### config.mk
export PLATFORM = sky130hd
export DESIGN_NAME = flash_stream_reader
export DESIGN_NICKNAME = d
export VERILOG_FILES = /design/src/rtl/fsr_pkg.sv /design/src/rtl/fsr_word_fifo.sv /design/src/rtl/fsr_byte_packer.sv /design/src/rtl/fsr_sequencer.sv /design/src/rtl/flash_stream_reader.sv
export SDC_FILE = /design/constraint.sdc
export NUM_CORES = 1
export LEC_CHECK = 0
export BUFFER_PORTS_ARGS = -buffer_cell sky130_fd_sc_hd__buf_2
export CAP_MARGIN = 5
export CORE_MARGIN = 10
export CORE_UTILIZATION = 65
export CTS_CLUSTER_DIAMETER = 150
export CTS_CLUSTER_SIZE = 28
export DETAILED_ROUTE_END_ITERATION = 10
export PLACE_DENSITY = 0.82
export SETUP_SLACK_MARGIN = 0.02
export SLEW_MARGIN = 20
export SYNTH_ARGS = -nofsm -noshare
export SYNTH_HDL_FRONTEND = slang
export SYNTH_SLANG_ARGS = --single-unit
### constraint.sdc
create_clock -name clk -period 13.3 [get_ports clk]
set_clock_uncertainty 0.15 [all_clocks]
set_input_delay 0 -clock clk [delete_from_list [all_inputs] [get_ports clk]]
set_output_delay 0 -clock clk [all_outputs]
set_load 0.02 [all_outputs]
### src/rtl/fsr_pkg.sv
`timescale 1ns/1ps
package fsr_pkg;

    typedef enum logic [1:0] {
        SEQ_IDLE,
        SEQ_ISSUE,
        SEQ_STREAM
    } seq_state_t;

    localparam logic [5:0] OFF_START = 6'h00;
    localparam logic [5:0] OFF_COUNT = 6'h04;
    localparam logic [5:0] OFF_CTRL  = 6'h08;
    localparam logic [5:0] OFF_LEVEL = 6'h0C;
    localparam logic [5:0] OFF_WMARK = 6'h10;
    localparam logic [5:0] OFF_STAT  = 6'h14;
    localparam logic [5:0] OFF_DATA  = 6'h18;
    localparam logic [5:0] OFF_DONE  = 6'h1C;
    localparam logic [5:0] OFF_CADDR = 6'h20;
    localparam logic [5:0] OFF_RCFG  = 6'h24;
    localparam logic [5:0] OFF_UPPER = 6'h28;

    typedef struct packed {
        logic       addr4;
        logic [1:0] data_lanes;
        logic [1:0] addr_lanes;
        logic [1:0] cmd_lanes;
        logic [7:0] dummy_bits;
        logic [7:0] opcode;
    } rd_cfg_t;

endpackage

### src/rtl/fsr_word_fifo.sv
`timescale 1ns/1ps
module fsr_word_fifo #(
    parameter int DEPTH = 16,
    parameter int WIDTH = 32,
    localparam int AW = $clog2(DEPTH),
    localparam int CW = AW + 1
) (
    input  logic             clk,
    input  logic             rst_n,
    input  logic             push,
    input  logic [WIDTH-1:0] wdata,
    input  logic             pop,
    output logic [WIDTH-1:0] rdata,
    output logic [CW-1:0]    level,
    output logic             full,
    output logic             empty
);

    logic [WIDTH-1:0] mem [DEPTH];
    logic [AW-1:0]    wr_ptr;
    logic [AW-1:0]    rd_ptr;
    logic [CW-1:0]    cnt;
    logic             do_pop;

    function automatic logic [AW-1:0] bump(input logic [AW-1:0] p);
        return (p == AW'(DEPTH - 1)) ? '0 : p + 1'b1;
    endfunction

    assign do_pop = pop && (cnt != '0);

    always_ff @(posedge clk or negedge rst_n) begin
        if (!rst_n) begin
            wr_ptr <= '0;
            rd_ptr <= '0;
            cnt    <= '0;
        end else begin
            if (push)   wr_ptr <= bump(wr_ptr);
            if (do_pop) rd_ptr <= bump(rd_ptr);
            unique case ({push, do_pop})
                2'b10:   cnt <= cnt + 1'b1;
                2'b01:   cnt <= cnt - 1'b1;
                default: cnt <= cnt;
            endcase
        end
    end

    always_ff @(posedge clk) begin
        if (push) mem[wr_ptr] <= wdata;
    end

    assign rdata = mem[rd_ptr];
    assign level = cnt;
    assign empty = (cnt == '0);
    assign full  = (cnt == CW'(DEPTH));


    no_overflow_chk: assert property (@(posedge clk) disable iff (!rst_n)
        push |-> !full);


    no_underflow_chk: assert property (@(posedge clk) disable iff (!rst_n)
        (pop && empty && !push) |=> (level == '0));

endmodule

### src/rtl/fsr_byte_packer.sv
`timescale 1ns/1ps
module fsr_byte_packer #(
    parameter int BYTES = 4,
    localparam int W  = 8 * BYTES,
    localparam int IW = $clog2(BYTES)
) (
    input  logic         clk,
    input  logic         rst_n,
    input  logic         clear,
    input  logic         fire,
    input  logic [7:0]   din,
    output logic         word_valid,
    output logic [W-1:0] word
);

    logic [W-9:0]  acc;
    logic [IW-1:0] idx;
    logic          last;

    assign last       = (idx == IW'(BYTES - 1));
    assign word_valid = fire && last;
    assign word       = {din, acc};

    always_ff @(posedge clk or negedge rst_n) begin
        if (!rst_n) begin
            acc <= '0;
            idx <= '0;
        end else if (clear) begin
            idx <= '0;
        end else if (fire) begin
            if (!last) acc[int'(idx) * 8 +: 8] <= din;
            idx <= last ? '0 : idx + 1'b1;
        end
    end

endmodule

### src/rtl/fsr_sequencer.sv
`timescale 1ns/1ps
module fsr_sequencer
    import fsr_pkg::*;
#(
    parameter int CNT_W = 16
) (
    input  logic             clk,
    input  logic             rst_n,
    input  logic             start,
    input  logic [CNT_W-1:0] len,
    input  logic [23:0]      base_low,
    input  logic [7:0]       upper,
    input  logic             addr4,
    input  logic             byte_fire,
    input  logic             word_push,
    output logic             accept,
    output logic             busy,
    output logic             fl_req,
    output logic             stream_en,
    output logic [31:0]      cur_addr,
    output logic [CNT_W-1:0] done_cnt
);

    seq_state_t       state, state_nx;
    logic [CNT_W-1:0] left;
    logic [23:0]      cur_low;
    logic [7:0]       cur_hi;
    logic             final_word;

    assign accept     = (state == SEQ_IDLE) && start && (len != '0);
    assign final_word = word_push && (left == CNT_W'(1));

    always_ff @(posedge clk or negedge rst_n) begin
        if (!rst_n) state <= SEQ_IDLE;
        else        state <= state_nx;
    end

    always_comb begin
        state_nx = state;
        unique case (state)
            SEQ_IDLE:   if (accept) state_nx = SEQ_ISSUE;
            SEQ_ISSUE:  state_nx = SEQ_STREAM;
            SEQ_STREAM: if (final_word) state_nx = SEQ_IDLE;
            default:    state_nx = SEQ_IDLE;
        endcase
    end

    always_comb begin
        busy      = 1'b0;
        fl_req    = 1'b0;
        stream_en = 1'b0;
        unique case (state)
            SEQ_IDLE:   ;
            SEQ_ISSUE:  begin busy = 1'b1; fl_req = 1'b1; end
            SEQ_STREAM: begin busy = 1'b1; stream_en = 1'b1; end
            default:    ;
        endcase
    end

    always_ff @(posedge clk or negedge rst_n) begin
        if (!rst_n) begin
            left     <= '0;
            cur_low  <= '0;
            cur_hi   <= '0;
            done_cnt <= '0;
        end else if (accept) begin
            left     <= len;
            cur_low  <= base_low;
            cur_hi   <= addr4 ? upper : 8'h00;
            done_cnt <= '0;
        end else begin
            if (byte_fire) cur_low <= cur_low + 1'b1;
            if (word_push) begin
                left     <= left - 1'b1;
                done_cnt <= done_cnt + 1'b1;
            end
        end
    end

    assign cur_addr = {cur_hi, cur_low};


    req_pulse_chk: assert property (@(posedge clk) disable iff (!rst_n)
        fl_req |=> (!fl_req && stream_en));


    len_hold_chk: assert property (@(posedge clk) disable iff (!rst_n)
        (busy && !word_push) |=> $stable(left));


    session_end_chk: assert property (@(posedge clk) disable iff (!rst_n)
        final_word |=> !busy);


    no_excess_chk: assert property (@(posedge clk) disable iff (!rst_n)
        stream_en |-> (left != '0));


    window_hold_chk: assert property (@(posedge clk) disable iff (!rst_n)
        !accept |=> $stable(cur_addr[31:24]));

endmodule

### src/rtl/flash_stream_reader.sv
`timescale 1ns/1ps
module flash_stream_reader
    import fsr_pkg::*;
#(
    parameter int FIFO_DEPTH = 16,
    parameter int CNT_W      = 16,
    localparam int LVL_W     = $clog2(FIFO_DEPTH) + 1
) (
    input  logic        clk,
    input  logic        rst_n,
    input  logic        bus_wr,
    input  logic        bus_rd,
    input  logic [5:0]  bus_addr,
    input  logic [31:0] bus_wdata,
    output logic [31:0] bus_rdata,
    output logic        fl_req,
    output logic        fl_sel,
    output logic [31:0] fl_addr,
    output logic        fl_addr4,
    output logic [7:0]  fl_opcode,
    output logic [7:0]  fl_dummy_bits,
    output logic [5:0]  fl_lanes,
    input  logic        fl_byte_valid,
    input  logic [7:0]  fl_byte,
    output logic        fl_byte_ready
);

    logic [31:0]      start_r;
    logic [CNT_W-1:0] count_r;
    logic [LVL_W-1:0] wmark_r;
    rd_cfg_t          cfg_r;
    logic [7:0]       upper_r;

    logic             start_wr, accept, busy, stream_en, byte_fire;
    logic             word_push, pop;
    logic [31:0]      word, fifo_rdata, cur_addr;
    logic [CNT_W-1:0] done_cnt;
    logic [LVL_W-1:0] level;
    logic             fifo_full, fifo_empty;

    always_ff @(posedge clk or negedge rst_n) begin
        if (!rst_n) begin
            start_r <= '0;
            count_r <= '0;
            wmark_r <= '0;
            cfg_r   <= '0;
            upper_r <= '0;
        end else if (bus_wr) begin
            unique case (bus_addr)
                OFF_START: start_r <= bus_wdata;
                OFF_COUNT: count_r <= bus_wdata[CNT_W-1:0];
                OFF_WMARK: wmark_r <= bus_wdata[LVL_W-1:0];
                OFF_RCFG:  cfg_r   <= '{addr4:      bus_wdata[24],
                                        data_lanes: bus_wdata[21:20],
                                        addr_lanes: bus_wdata[19:18],
                                        cmd_lanes:  bus_wdata[17:16],
                                        dummy_bits: bus_wdata[15:8],
                                        opcode:     bus_wdata[7:0]};
                OFF_UPPER: upper_r <= bus_wdata[7:0];
                default:   ;
            endcase
        end
    end

    assign start_wr  = bus_wr && (bus_addr == OFF_CTRL) && bus_wdata[0];
    assign pop       = bus_rd && (bus_addr == OFF_DATA);
    assign byte_fire = fl_byte_valid && fl_byte_ready;
    assign fl_byte_ready = stream_en && !fifo_full;

    fsr_sequencer #(.CNT_W(CNT_W)) u_seq (
        .clk       (clk),
        .rst_n     (rst_n),
        .start     (start_wr),
        .len       (count_r),
        .base_low  (start_r[23:0]),
        .upper     (upper_r),
        .addr4     (cfg_r.addr4),
        .byte_fire (byte_fire),
        .word_push (word_push),
        .accept    (accept),
        .busy      (busy),
        .fl_req    (fl_req),
        .stream_en (stream_en),
        .cur_addr  (cur_addr),
        .done_cnt  (done_cnt)
    );

    fsr_byte_packer #(.BYTES(4)) u_pack (
        .clk        (clk),
        .rst_n      (rst_n),
        .clear      (accept),
        .fire       (byte_fire),
        .din        (fl_byte),
        .word_valid (word_push),
        .word       (word)
    );

    fsr_word_fifo #(.DEPTH(FIFO_DEPTH), .WIDTH(32)) u_fifo (
        .clk   (clk),
        .rst_n (rst_n),
        .push  (word_push),
        .wdata (word),
        .pop   (pop),
        .rdata (fifo_rdata),
        .level (level),
        .full  (fifo_full),
        .empty (fifo_empty)
    );

    assign fl_sel        = busy;
    assign fl_addr       = cur_addr;
    assign fl_addr4      = cfg_r.addr4;
    assign fl_opcode     = cfg_r.opcode;
    assign fl_dummy_bits = cfg_r.dummy_bits;
    assign fl_lanes      = {cfg_r.data_lanes, cfg_r.addr_lanes, cfg_r.cmd_lanes};

    always_comb begin
        bus_rdata = '0;
        unique case (bus_addr)
            OFF_START: bus_rdata = start_r;
            OFF_COUNT: bus_rdata = 32'(count_r);
            OFF_LEVEL: bus_rdata = 32'(level);
            OFF_WMARK: bus_rdata = 32'(wmark_r);
            OFF_STAT:  bus_rdata = {30'b0, fifo_empty, busy};
            OFF_DATA:  bus_rdata = fifo_empty ? 32'h0 : fifo_rdata;
            OFF_DONE:  bus_rdata = 32'(done_cnt);
            OFF_CADDR: bus_rdata = cur_addr;
            OFF_RCFG:  bus_rdata = {7'b0, cfg_r.addr4, 2'b0, cfg_r.data_lanes,
                                    cfg_r.addr_lanes, cfg_r.cmd_lanes,
                                    cfg_r.dummy_bits, cfg_r.opcode};
            OFF_UPPER: bus_rdata = {24'b0, upper_r};
            default:   bus_rdata = '0;
        endcase
    end

endmodule

==> results by group <==
Outcome
  • Status: finished, final reports clean

Yosys
  • Mapped Cells: 1722
  • EDFF count, synth: 512
  • Syn Area/Cell: 16.9 um^2
  • Yosys reg bits: 701
  • Area of the mapped netlist: 0.0291 mm^2
  • Sequential area share after synthesis: 69.0%
  • Ys async rst share: 27.0%
  • Warnings from Yosys: 0
  • Main synth FF type: edfxtp_1
  • Syn nets: 1795
  • Unique masters post-synth: 59

CTS
  • Clock Latency Late Sink: 0.64 ns
  • CTS tree: built
  • Resized Gates After CTS: 0
  • Clock root cell: clkbuf_16
  • Clock tree buffer depth: 3
  • Post-CTS Setup Bufs: 0
  • Clk sink count: 701
  • Clk slew on worst S/H paths: 0.11 ns
  • CTS Hold Bufs: 63
  • Htree depth: 1
  • Number of CTS-inserted buffers: 29

Placed design
  • Count of input and output buffers: 140
  • Final RePlAce weighted congestion: 0.904
  • DP Wirelength: 44.2 mm
  • Pre-CTS setup slack: 9.05 ns
  • Dpl cells: 2390

Critical path
  • Worst-path cell chain: buf_4, buf_16, mux4_2, mux2_2, a222oi_1, o21ai_0, buf_2
  • CP Buf/Inv Count: 3
  • Slowest CP cell: dfrtp_4
  • Worst setup SP type: register
  • WS Path Type: register to primary output
  • Critical path's largest stage delay: 1.03 ns
  • Critical-path maximum fanout: 46
  • Worst path required time: 13.15 ns
  • Delay-heaviest family, CP: flip-flops
  • CP endpoint kind: primary output
  • CP arrival: 4.23 ns

Cells and area
  • Nets: 1968
  • FF+latch area: 0.0201 mm^2
  • Post-Layout Cell Count: 2506
  • Fraction of layout cells with a size suffix above 1: 24.6%
  • Fill cells: 2611
  • Number of diodes: 0
  • Area used by multi-input combinational logic: 0.00861 mm^2
  • Area Growth Syn to Fin: 10.2%

Global routing
  • First-pass GRT wire length: 108 mm
  • GRT overflow: 0
  • Initial antenna violation count: 2
  • Largest net degree at the start of global routing: 77
  • Vias in the first global route: 17100
  • Total GRT Usage: 26.6%

STA
  • Final period utilization: 32.9%
  • Final worst slack: 8.92 ns
  • TNS Setup: 0 ns
  • Hold Vio Cnt, Final: 0
  • Final setup fails: 0
  • Slew HR: 22.7%
  • Max Slew Vio Count: 0
  • Crit path time final: 4.38 ns
  • Fmax: 0.228 GHz
  • RSZ-0062 raised after global routing: no
  • Tightest Pin Transition: 1.16 ns

Die
  • Starting Density: 65.8%
  • Die Y: 232 um
  • Die ar.: 0.0537 mm^2
  • Die W: 232 um
  • Site row count: 77
  • Io pins: 141
  • Core area: 0.0443 mm^2

Routing
  • Vias per cell: 6.71
  • Routed len/inst: 28.6 um
  • Drt first-iter violations: 2136
  • Routed vias: 16800
  • Post-DRT Antenna Nets: 0
  • Drt drc: 0
  • Total routed wirelength: 71.6 mm
  • Detailed Routing Iterations Pass 1: 6

Pwr
  • Leak Pwr: 11.3 nW
  • VDD IR max: 0.000120 V
  • Pwr Density: 134 mW/mm^2

Run
  • Max Cap Viol: 0

Min path
  • Hold/Removal Path Class: input port to register
[flip-flops by register name, indices dropped and copies added, names as in the netlist]
signal	flops
u_fifo.level	5
u_fifo.mem	512
u_pack.acc	24
u_seq.state	2
count_r	16
u_fifo.wr_ptr	4
fl_opcode	8
upper_r	8
fl_dummy_bits	8
u_seq.cur_hi	8
fl_addr4	1
u_seq.done_cnt	16
u_seq.cur_low	24
u_fifo.rd_ptr	4
u_pack.idx	2
fl_lanes	6
u_seq.left	16
wmark_r	5
start_r	32
[synthesized netlist by cell type (4+ instances only)]
master     instances  area [um^2]
nand4_1           18          113
nand2b_1           6         37.5
a31oi_1            7         43.8
mux2i_1           88          881
o22ai_1            8         50.1
and2_1             8         50.1
mux4_2           128         2880
o2111ai_1          6         52.6
buf_1              9         33.8
mux2_2           104         1170
o21ai_0           61          305
dfrtp_1          189         4730
and4_1             4         35.0
o22a_1            10         87.6
nand2_1          123          462
a21oi_1           17         85.1
clkbuf_1          52          195
a222oi_1          23          230
a22o_1             7         61.3
buf_2             28          140
nor3b_1            4         30.0
nor2_1            42          158
edfxtp_1         512        15400
xnor2_1           16          140
and3_1            11         68.8
nand3_1           45          225
xor2_1            40          350
a22oi_1            9         67.6
nor3_1            15         75.1
inv_1             42          158
or3_1              6         37.5
a211o_1            8         70.1
ha_1              22          275
nor4_1            15         93.8
[tightest hold or removal path, delay by kind of cell]
family | cells | cell delay [ns]
buf+inv | 2 | 0.65
mux | 1 | 0.14
[through the flow]
step	hold slack, ns	instance area (um^2)	util [%]	total power [mW]
4_1_cts	0.00223	32000	72.3	4.32
5_1_grt	0.0365	32100	72.5	4.45
3_3_place_gp	0.0745	30500	68.9	3.24
3_5_place_dp	0.0854	30500	68.9	3.27
6_report	0.0217	32100	72.5	4.32
2_1_floorplan	-0.446	29100	-	3.05
[worst paths after layout]
kind / from / endpoint / slack, ns / cells past startpoint
setup reg to reg: u_pack.idx[0]$_DFFE_PN0P_ / u_fifo.mem[8][28]$_DFFE_PP_ / 9.01 / 7
hold / removal: bus_wdata[13] / count_r[13]$_DFFE_PN0P_ / 0.02 / 3
setup / recovery: u_fifo.rd_ptr[0]$_DFFE_PN0P_ / bus_rdata[28] / 8.92 / 7
max in group asynchronous: rst_n / start_r[16]$_DFFE_PN0P_ / 11.45 / 4
min in group asynchronous: rst_n / u_seq.state[1]$_DFFE_PN0P_ / 0.25 / 3
hold reg to reg: start_r[10]$_DFFE_PN0P_ / u_seq.cur_low[10]$_DFFE_PN0P_ / 0.37 / 2
[kinds of logic after synthesis]
group | count (synthesis) | share of synthesized area (%)
DFF | 701 | 69.0
muxes | 320 | 16.9
and+or+nand+nor | 316 | 5.32
AOI/OAI and AO/OA | 173 | 4.26
buffers and inverters | 134 | 1.88
xor gates and xnor gates | 56 | 1.68
adders and majority gates | 22 | 0.944
[layer usage]
metal | up-vias | wire length (um) | GRT usage (%)
met5 | - | 20 | 0
met4 | 4 | 2700 | 9.41
met3 | 163 | 6180 | 4.72
met2 | 892 | 35000 | 43.1
met1 | 8693 | 27700 | 36.0
li1 | 7064 | - | -
[final cells by class]
class / instances / area share (%)
repair buffers: 233 / 5.11
multi-input cells: 887 / 26.8
flip-flops and latches: 701 / 62.6
well taps: 592 / 2.31
inverters: 43 / 0.503
clock buffers: 48 / 2.48
clock inverters: 2 / 0.156
[cell usage in the layout (no fill, tap or decap), drive strengths merged, types with 40 or more instances in the layout]
cell type    synthesis  layout
nand2              123     123
nand3               48      48
mux2i               88      88
mux4               128     128
xor2                40      40
o21ai               61      61
nor2                43      43
buf                 39     170
dfrtp              189     189
mux2               104     104
inv                 42      43
dlygate4sd3          0      62
edfxtp             512     512
clkbuf              52      49
[power by group]
group	switching (mW)	internal, mW	leakage (nW)	total [mW]
Clock	0.643	0.421	0.401	1.06
Combinational	0.279	0.252	4.25	0.531
Sequential	0.194	2.53	6.66	2.72
(Power assumes the default switching activity.)
